`src/rtl/flash_prog_pkg.sv`:
```
package flash_prog_pkg;

  typedef enum logic [1:0] {
    STROBE_IDLE  = 2'b00,
    STROBE_OPEN  = 2'b01,
    STROBE_HELD  = 2'b10,
    STROBE_CLOSE = 2'b11
  } strobe_phase_e;

  localparam int unsigned POLL_BIT = 7;

endpackage

```
`src/rtl/flash_strobe_edge.sv`:
```
module flash_strobe_edge
  import flash_prog_pkg::*;
(
  input  logic clk,
  input  logic rst_n,
  input  logic ce_n,
  input  logic we_n,
  output logic wr_act,
  output logic wr_open,
  output logic wr_close
);

  logic          act_q;
  logic          act_d;
  strobe_phase_e phase;

  assign act_d  = ~ce_n & ~we_n;
  assign wr_act = act_d;

  always_comb begin
    case ({act_q, act_d})
      2'b01:   phase = STROBE_OPEN;
      2'b11:   phase = STROBE_HELD;
      2'b10:   phase = STROBE_CLOSE;
      default: phase = STROBE_IDLE;
    endcase
  end

  assign wr_open  = (phase == STROBE_OPEN);
  assign wr_close = (phase == STROBE_CLOSE);

  always_ff @(posedge clk or negedge rst_n) begin
    if (!rst_n) act_q <= 1'b0;
    else        act_q <= act_d;
  end

endmodule

```
`src/rtl/flash_prog_latch.sv`:
```
module flash_prog_latch #(
  parameter int unsigned ADDR_W = 17,
  parameter int unsigned DATA_W = 16
) (
  input  logic              clk,
  input  logic              rst_n,
  input  logic              wr_act,
  input  logic              wr_open,
  input  logic              wr_close,
  input  logic              busy,
  input  logic              prog_arm,
  input  logic [ADDR_W-1:0] addr,
  input  logic [DATA_W-1:0] wdata,
  output logic [ADDR_W-1:0] tgt_addr,
  output logic [DATA_W-1:0] tgt_data,
  output logic              launch
);

  logic [ADDR_W-1:0] addr_q, addr_d;
  logic [DATA_W-1:0] data_q, data_d;
  logic              pend_q, pend_d;
  logic              addr_en, data_en;

  assign addr_en = wr_open & ~busy;
  assign data_en = wr_act  & ~busy;
  assign launch  = wr_close & pend_q & ~busy;

  always_comb begin
    addr_d = addr_q;
    data_d = data_q;
    pend_d = pend_q;
    if (addr_en) begin
      addr_d = addr;
      pend_d = prog_arm;
    end
    if (data_en) data_d = wdata;
    if (wr_close) pend_d = 1'b0;
  end

  always_ff @(posedge clk or negedge rst_n) begin
    if (!rst_n) begin
      addr_q <= '0;
      data_q <= '0;
      pend_q <= 1'b0;
    end else begin
      addr_q <= addr_d;
      data_q <= data_d;
      pend_q <= pend_d;
    end
  end

  assign tgt_addr = addr_q;
  assign tgt_data = data_q;


  tgt_hold_chk: assert property (@(posedge clk) disable iff (!rst_n)
    (busy && $past(busy)) |-> ($stable(addr_q) && $stable(data_q)));

endmodule

```
`src/rtl/flash_prog_timer.sv`:
```
module flash_prog_timer #(
  parameter int unsigned PROG_CYCLES = 64
) (
  input  logic clk,
  input  logic rst_n,
  input  logic launch,
  output logic busy,
  output logic done
);

  localparam int unsigned CNT_W = (PROG_CYCLES > 1) ? $clog2(PROG_CYCLES) : 1;
  localparam logic [CNT_W-1:0] CNT_LOAD = CNT_W'(PROG_CYCLES - 1);

  logic [CNT_W-1:0] cnt_q, cnt_d;
  logic             busy_q, busy_d;
  logic             cnt_zero;

  assign cnt_zero = (cnt_q == '0);

  always_comb begin
    cnt_d  = cnt_q;
    busy_d = busy_q;
    if (launch && !busy_q) begin
      busy_d = 1'b1;
      cnt_d  = CNT_LOAD;
    end else if (busy_q) begin
      if (cnt_zero) busy_d = 1'b0;
      else          cnt_d  = cnt_q - 1'b1;
    end
  end

  always_ff @(posedge clk or negedge rst_n) begin
    if (!rst_n) begin
      cnt_q  <= '0;
      busy_q <= 1'b0;
    end else begin
      cnt_q  <= cnt_d;
      busy_q <= busy_d;
    end
  end

  assign busy = busy_q;
  assign done = busy_q & cnt_zero;

  // Independent cycle count for checking the phase length.
  logic [31:0] run_len_q;
  always_ff @(posedge clk or negedge rst_n) begin
    if (!rst_n)      run_len_q <= '0;
    else if (launch) run_len_q <= 32'd1;
    else if (busy_q) run_len_q <= run_len_q + 32'd1;
  end


  busy_rise_chk: assert property (@(posedge clk) disable iff (!rst_n)
    (launch && !busy_q) |=> busy_q);


  busy_len_chk: assert property (@(posedge clk) disable iff (!rst_n)
    done |-> (run_len_q == PROG_CYCLES));


  busy_fall_chk: assert property (@(posedge clk) disable iff (!rst_n)
    done |=> !busy_q);

endmodule

```
`src/rtl/flash_poll_mux.sv`:
```
module flash_poll_mux
  import flash_prog_pkg::*;
#(
  parameter int unsigned DATA_W = 16
) (
  input  logic              busy,
  input  logic              prog_bit,
  input  logic [DATA_W-1:0] arr_rdata,
  output logic [DATA_W-1:0] rd_data
);

  logic [DATA_W-1:0] status_word;

  always_comb begin
    status_word           = '0;
    status_word[POLL_BIT] = ~prog_bit;
  end

  assign rd_data = busy ? status_word : arr_rdata;

endmodule

```
`src/rtl/flash_prog_engine.sv`:
```
module flash_prog_engine
  import flash_prog_pkg::*;
#(
  parameter int unsigned ADDR_W      = 17,
  parameter int unsigned DATA_W      = 16,
  parameter int unsigned PROG_CYCLES = 64
) (
  input  logic              clk,
  input  logic              rst_n,
  input  logic              ce_n,
  input  logic              we_n,
  input  logic              prog_arm,
  input  logic [ADDR_W-1:0] addr,
  input  logic [DATA_W-1:0] wdata,
  output logic              busy,
  output logic [DATA_W-1:0] rd_data,
  output logic [ADDR_W-1:0] arr_addr,
  input  logic [DATA_W-1:0] arr_rdata,
  output logic              arr_we,
  output logic [DATA_W-1:0] arr_wdata
);

  logic [1:0]        rst_sync_q;
  logic              rst_sync_n;
  logic              wr_act, wr_open, wr_close;
  logic              launch, done;
  logic [ADDR_W-1:0] tgt_addr;
  logic [DATA_W-1:0] tgt_data;

  always_ff @(posedge clk or negedge rst_n) begin
    if (!rst_n) rst_sync_q <= 2'b00;
    else        rst_sync_q <= {rst_sync_q[0], 1'b1};
  end
  assign rst_sync_n = rst_sync_q[1];

  flash_strobe_edge u_edge (
    .clk      (clk),
    .rst_n    (rst_sync_n),
    .ce_n     (ce_n),
    .we_n     (we_n),
    .wr_act   (wr_act),
    .wr_open  (wr_open),
    .wr_close (wr_close)
  );

  flash_prog_latch #(.ADDR_W(ADDR_W), .DATA_W(DATA_W)) u_latch (
    .clk      (clk),
    .rst_n    (rst_sync_n),
    .wr_act   (wr_act),
    .wr_open  (wr_open),
    .wr_close (wr_close),
    .busy     (busy),
    .prog_arm (prog_arm),
    .addr     (addr),
    .wdata    (wdata),
    .tgt_addr (tgt_addr),
    .tgt_data (tgt_data),
    .launch   (launch)
  );

  flash_prog_timer #(.PROG_CYCLES(PROG_CYCLES)) u_timer (
    .clk    (clk),
    .rst_n  (rst_sync_n),
    .launch (launch),
    .busy   (busy),
    .done   (done)
  );

  flash_poll_mux #(.DATA_W(DATA_W)) u_poll (
    .busy      (busy),
    .prog_bit  (tgt_data[POLL_BIT]),
    .arr_rdata (arr_rdata),
    .rd_data   (rd_data)
  );

  assign arr_addr  = busy ? tgt_addr : addr;
  assign arr_we    = done;
  assign arr_wdata = arr_rdata & tgt_data;


  no_set_bit_chk: assert property (@(posedge clk) disable iff (!rst_sync_n)
    arr_we |-> ((arr_wdata & ~arr_rdata) == '0));


  we_in_busy_chk: assert property (@(posedge clk) disable iff (!rst_sync_n)
    arr_we |-> (busy && arr_addr == tgt_addr));


  poll_other_bits_chk: assert property (@(posedge clk) disable iff (!rst_sync_n)
    busy |-> ($countones(rd_data) <= 1));

endmodule

```
`config.mk`:
```
export PLATFORM = sky130hd
export DESIGN_NAME = flash_prog_engine
export DESIGN_NICKNAME = d
export VERILOG_FILES = /design/src/rtl/flash_prog_pkg.sv /design/src/rtl/flash_strobe_edge.sv /design/src/rtl/flash_prog_latch.sv /design/src/rtl/flash_prog_timer.sv /design/src/rtl/flash_poll_mux.sv /design/src/rtl/flash_prog_engine.sv
export SDC_FILE = /design/constraint.sdc
export NUM_CORES = 1
export LEC_CHECK = 0
export BUFFER_PORTS_ARGS = -buffer_cell sky130_fd_sc_hd__buf_2
export CAP_MARGIN = 0
export CORE_MARGIN = 2
export CORE_UTILIZATION = 46
export DETAILED_ROUTE_END_ITERATION = 7
export PLACE_DENSITY_LB_ADDON = 0.05
export RECOVER_POWER = 50
export SYNTH_ARGS = -nofsm -noshare
export SYNTH_HDL_FRONTEND = slang
export SYNTH_SLANG_ARGS = --single-unit
export TNS_END_PERCENT = 20
```
`constraint.sdc`:
```
create_clock -name clk -period 1.5 [get_ports clk]
set_input_delay 0.15 -clock clk [delete_from_list [all_inputs] [get_ports clk]]
set_output_delay 0.15 -clock clk [all_outputs]
set_load 0.02 [all_outputs]
```
==> results.yml <==
place:
  hpwlAfterDp_mm: 3.426
  port_buffers: 104
  gp_congestion: 0.8687
  dpl_cell_area_sq_mm: 0.002908
drt:
  detail-route-antenna-nets: 0
  viasPerCell: 4.866
  vias: 1781
  routed_wl_mm: 4.647
  drc: 0
  drtIter0Drc: 97
  drtPass1Iterations: 4
  wl_per_cell_microns: 12.70
global_routing:
  grt-ovfl-total: 0
  grt_pass1_wl_mm: 7.113
  grt_pass1_vias: 1634
  antenna_found_initial: 0
  grtUsageTotal_pct: 17.01
  grt_max_degree: 43
logic_synthesis:
  syn_area_sq_mm: 0.002255
  synth_top_area_share_pct: 48.83
  synth_cell_types: 32
  synth_area_leaders: "dfrtp_1 49%, mux2_2 20%, mux2_4 6.7%"
  synth_area_per_cell_sq_um: 12.60
  syn_inst: 179
  yosysWarnings: 0
  seq_area_frac_synth_pct: 48.83
  syn_nets: 235
  yosysTopAreaCell: "dfrtp_1"
  synth-seq-cells: 44
die:
  dieHeight_microns: 74.01
  die_w_microns: 74.01
  start_util_pct: 47.74
  std_cell_rows: 25
  io_pins: 105
  dieArea_sq_mm: 0.005477
  coreArea_sq_mm: 0.004723
final_layout:
  multiInputGateArea_sq_mm: 0.001136
  final_util_pct: 66.94
  nNetsFinal: 354
  diodes: 0
  drive_above_1_share_pct: 60.20
  area_growth_pct: 40.23
  register_area_sq_mm: 0.001104
  finalInstanceArea_sq_mm: 0.003162
  mostFrequentLayoutCells: "82 x buf_2, 42 x dfrtp_1, 33 x mux2_2"
  nFillCells: 372
  final_common_cell: "buf_2"
sta:
  rsz0062_at_grt: "true"
  skew_ps: 4.092
  max_freq_mhz: 662.1
  period_share_pct: 100.7
  worst_slack_ps: -10.25
  tightest_slew_ps: 1023
  hold_violations: 0
  setup_viol: 4
  slew_headroom_pct: 31.79
  slew_violations: 0
  fin_crit_ps: 1510
power_and_ir_drop:
  finalPower_mw: 5.942
  p_leak_nw: 1.500
  irDropWorstVdd_uv: 1219
  power_density_mw_per_mm2: 1879
clock_network:
  clock-sinks: 44
  cts-root-buf: "clkbuf_8"
  clk_latency_ps: 290
  clockBufferDepth: 2
  htreeDepth: 2
  tritoncts: "yes"
  clk_pin_slew_ps: 80
  numCtsBuffers: 5
setup_path:
  critPathRequiredTime_ps: 1350
  cp_max_fo: 14
  r2r_start: "u_timer.busy"
  worst_setup_path_end_kind: "primary output"
  reg2reg_to: "u_latch.tgt_addr[10]"
  cp-start-kind: "register"
  arrival_ps: 1360
  path_class: "register to primary output"
  r2r.worst_path.cells: 4
  rrSetupSlack_ps: 10
run:
  cap_violations: 0
worst_hold_path:
  holdPathStages: 2
  hold_end: "u_latch.tgt_data[0]"
  hold_start: "wdata[0]"
  min_path_type: "primary input to register"
run_status:
  violations: "negative setup slack"
  status: "finished with violations"
-- power breakdown --
group	switching (mW)	internal (mW)	total, mW	leakage (nW)
Sequential	0.287	1.72	2.01	0.507
Combinational	1.59	1.65	3.23	0.952
Clock	0.373	0.327	0.700	0.0422
-- metrics by stage --
step	cells	hold slack, ps	setup slack (ps)	setup TNS (ps)
floorplan	179	-145.6	-158.4	-2932
detailed placement	350	-64.29	95.85	0
CTS	361	73.26	-25.43	-344.5
finish	366	84.40	-10.25	-25.32
global route	366	75.96	-70.05	-1280
global placement	350	-64.50	121.1	0
-- synthesized netlist by cell type --
cell type  count
buf_8          1
mux2i_1        1
or3_1          1
o221ai_1       1
buf_2          2
nand2_1        2
nor4_4         1
buf_6          1
nor3_4         1
nand3_1        1
inv_1          6
clkbuf_1       4
o211ai_1       3
dfrtp_1       44
and2_1        16
o211a_1        1
o2111ai_1      2
mux2_4        10
o32ai_1        1
o31ai_1        3
nor3_1         1
a22oi_1        2
ha_1           2
nor2_1         7
o22ai_1        1
conb_1         1
mux2_2        40
nor2b_1       16
nand2b_1       2
a31oi_1        1
nand3b_1       1
o21ai_0        3
-- final cells by class --
| class | instances | share of cell area, % |
|---|---|---|
| Tap cell | 67 | 2.651 |
| Inverter | 6 | 0.7123 |
| Clock buffer | 7 | 2.414 |
| Timing Repair Buffer | 120 | 23.23 |
| Multi-Input combinational cell | 121 | 35.93 |
| Clock inverter | 1 | 0.1583 |
| Sequential cell | 44 | 34.90 |
-- what timing repair did --
action                                 in CTS  in global routing
resized for setup                          21                 16
hold buffers                                1                  0
endpoints found under the hold margin       2                  0
cloned                                      0                  1
pin swaps                                   0                  3
buffers inserted                            2                  4
setup endpoints to repair                  19                 55
-- routing by layer --
layer / GRT usage [%] / vias up / wire length, microns
met3: 4.201 / 11 / 372
met1: 20.41 / 817 / 2012
li1: - / 868 / -
met2: 29.17 / 85 / 2149
met5: 0 / - / 0
met4: 7.273 / 0 / 113
-- cell families (layout without fill, tap and decap cells) --
kind of cell	after synthesis	in the layout	synth area share, %
muxes	51	51	27.08
and+or+nand+nor	49	49	13.65
DFF	44	44	48.83
AOI/OAI and AO/OA	18	18	5.882
buffers and inverters	14	134	3.274
adders and majority gates	2	2	1.110
other	1	1	0.1663
-- worst max-delay path, stage by stage, from the launching register on --
cell and delay, ps:
dfrtp_2 400, buf_6 170, mux2_2 350, buf_2 160
-- state kept, by name, indices dropped and copies added, names as in the netlist --
name / flops
rst_sync_q: 2
u_latch.tgt_addr: 17
u_latch.tgt_data: 16
u_latch.pend_q: 1
u_edge.act_q: 1
u_timer.cnt_q: 6
u_timer.busy: 1
-- worst max-delay path by stage --
stage,from,to,slack [ps]
after floorplan,u_timer.busy,u_latch.tgt_addr[10],-160
after global placement,u_timer.busy,u_latch.tgt_addr[2],120
after detailed placement,u_timer.busy,u_latch.tgt_addr[6],100
after CTS,u_timer.busy,u_latch.tgt_addr[1],-30
after global routing,u_timer.busy,arr_addr[1],-70
final,u_timer.busy,arr_addr[1],-10
No activity file was read; power rests on OpenSTA's default activity.
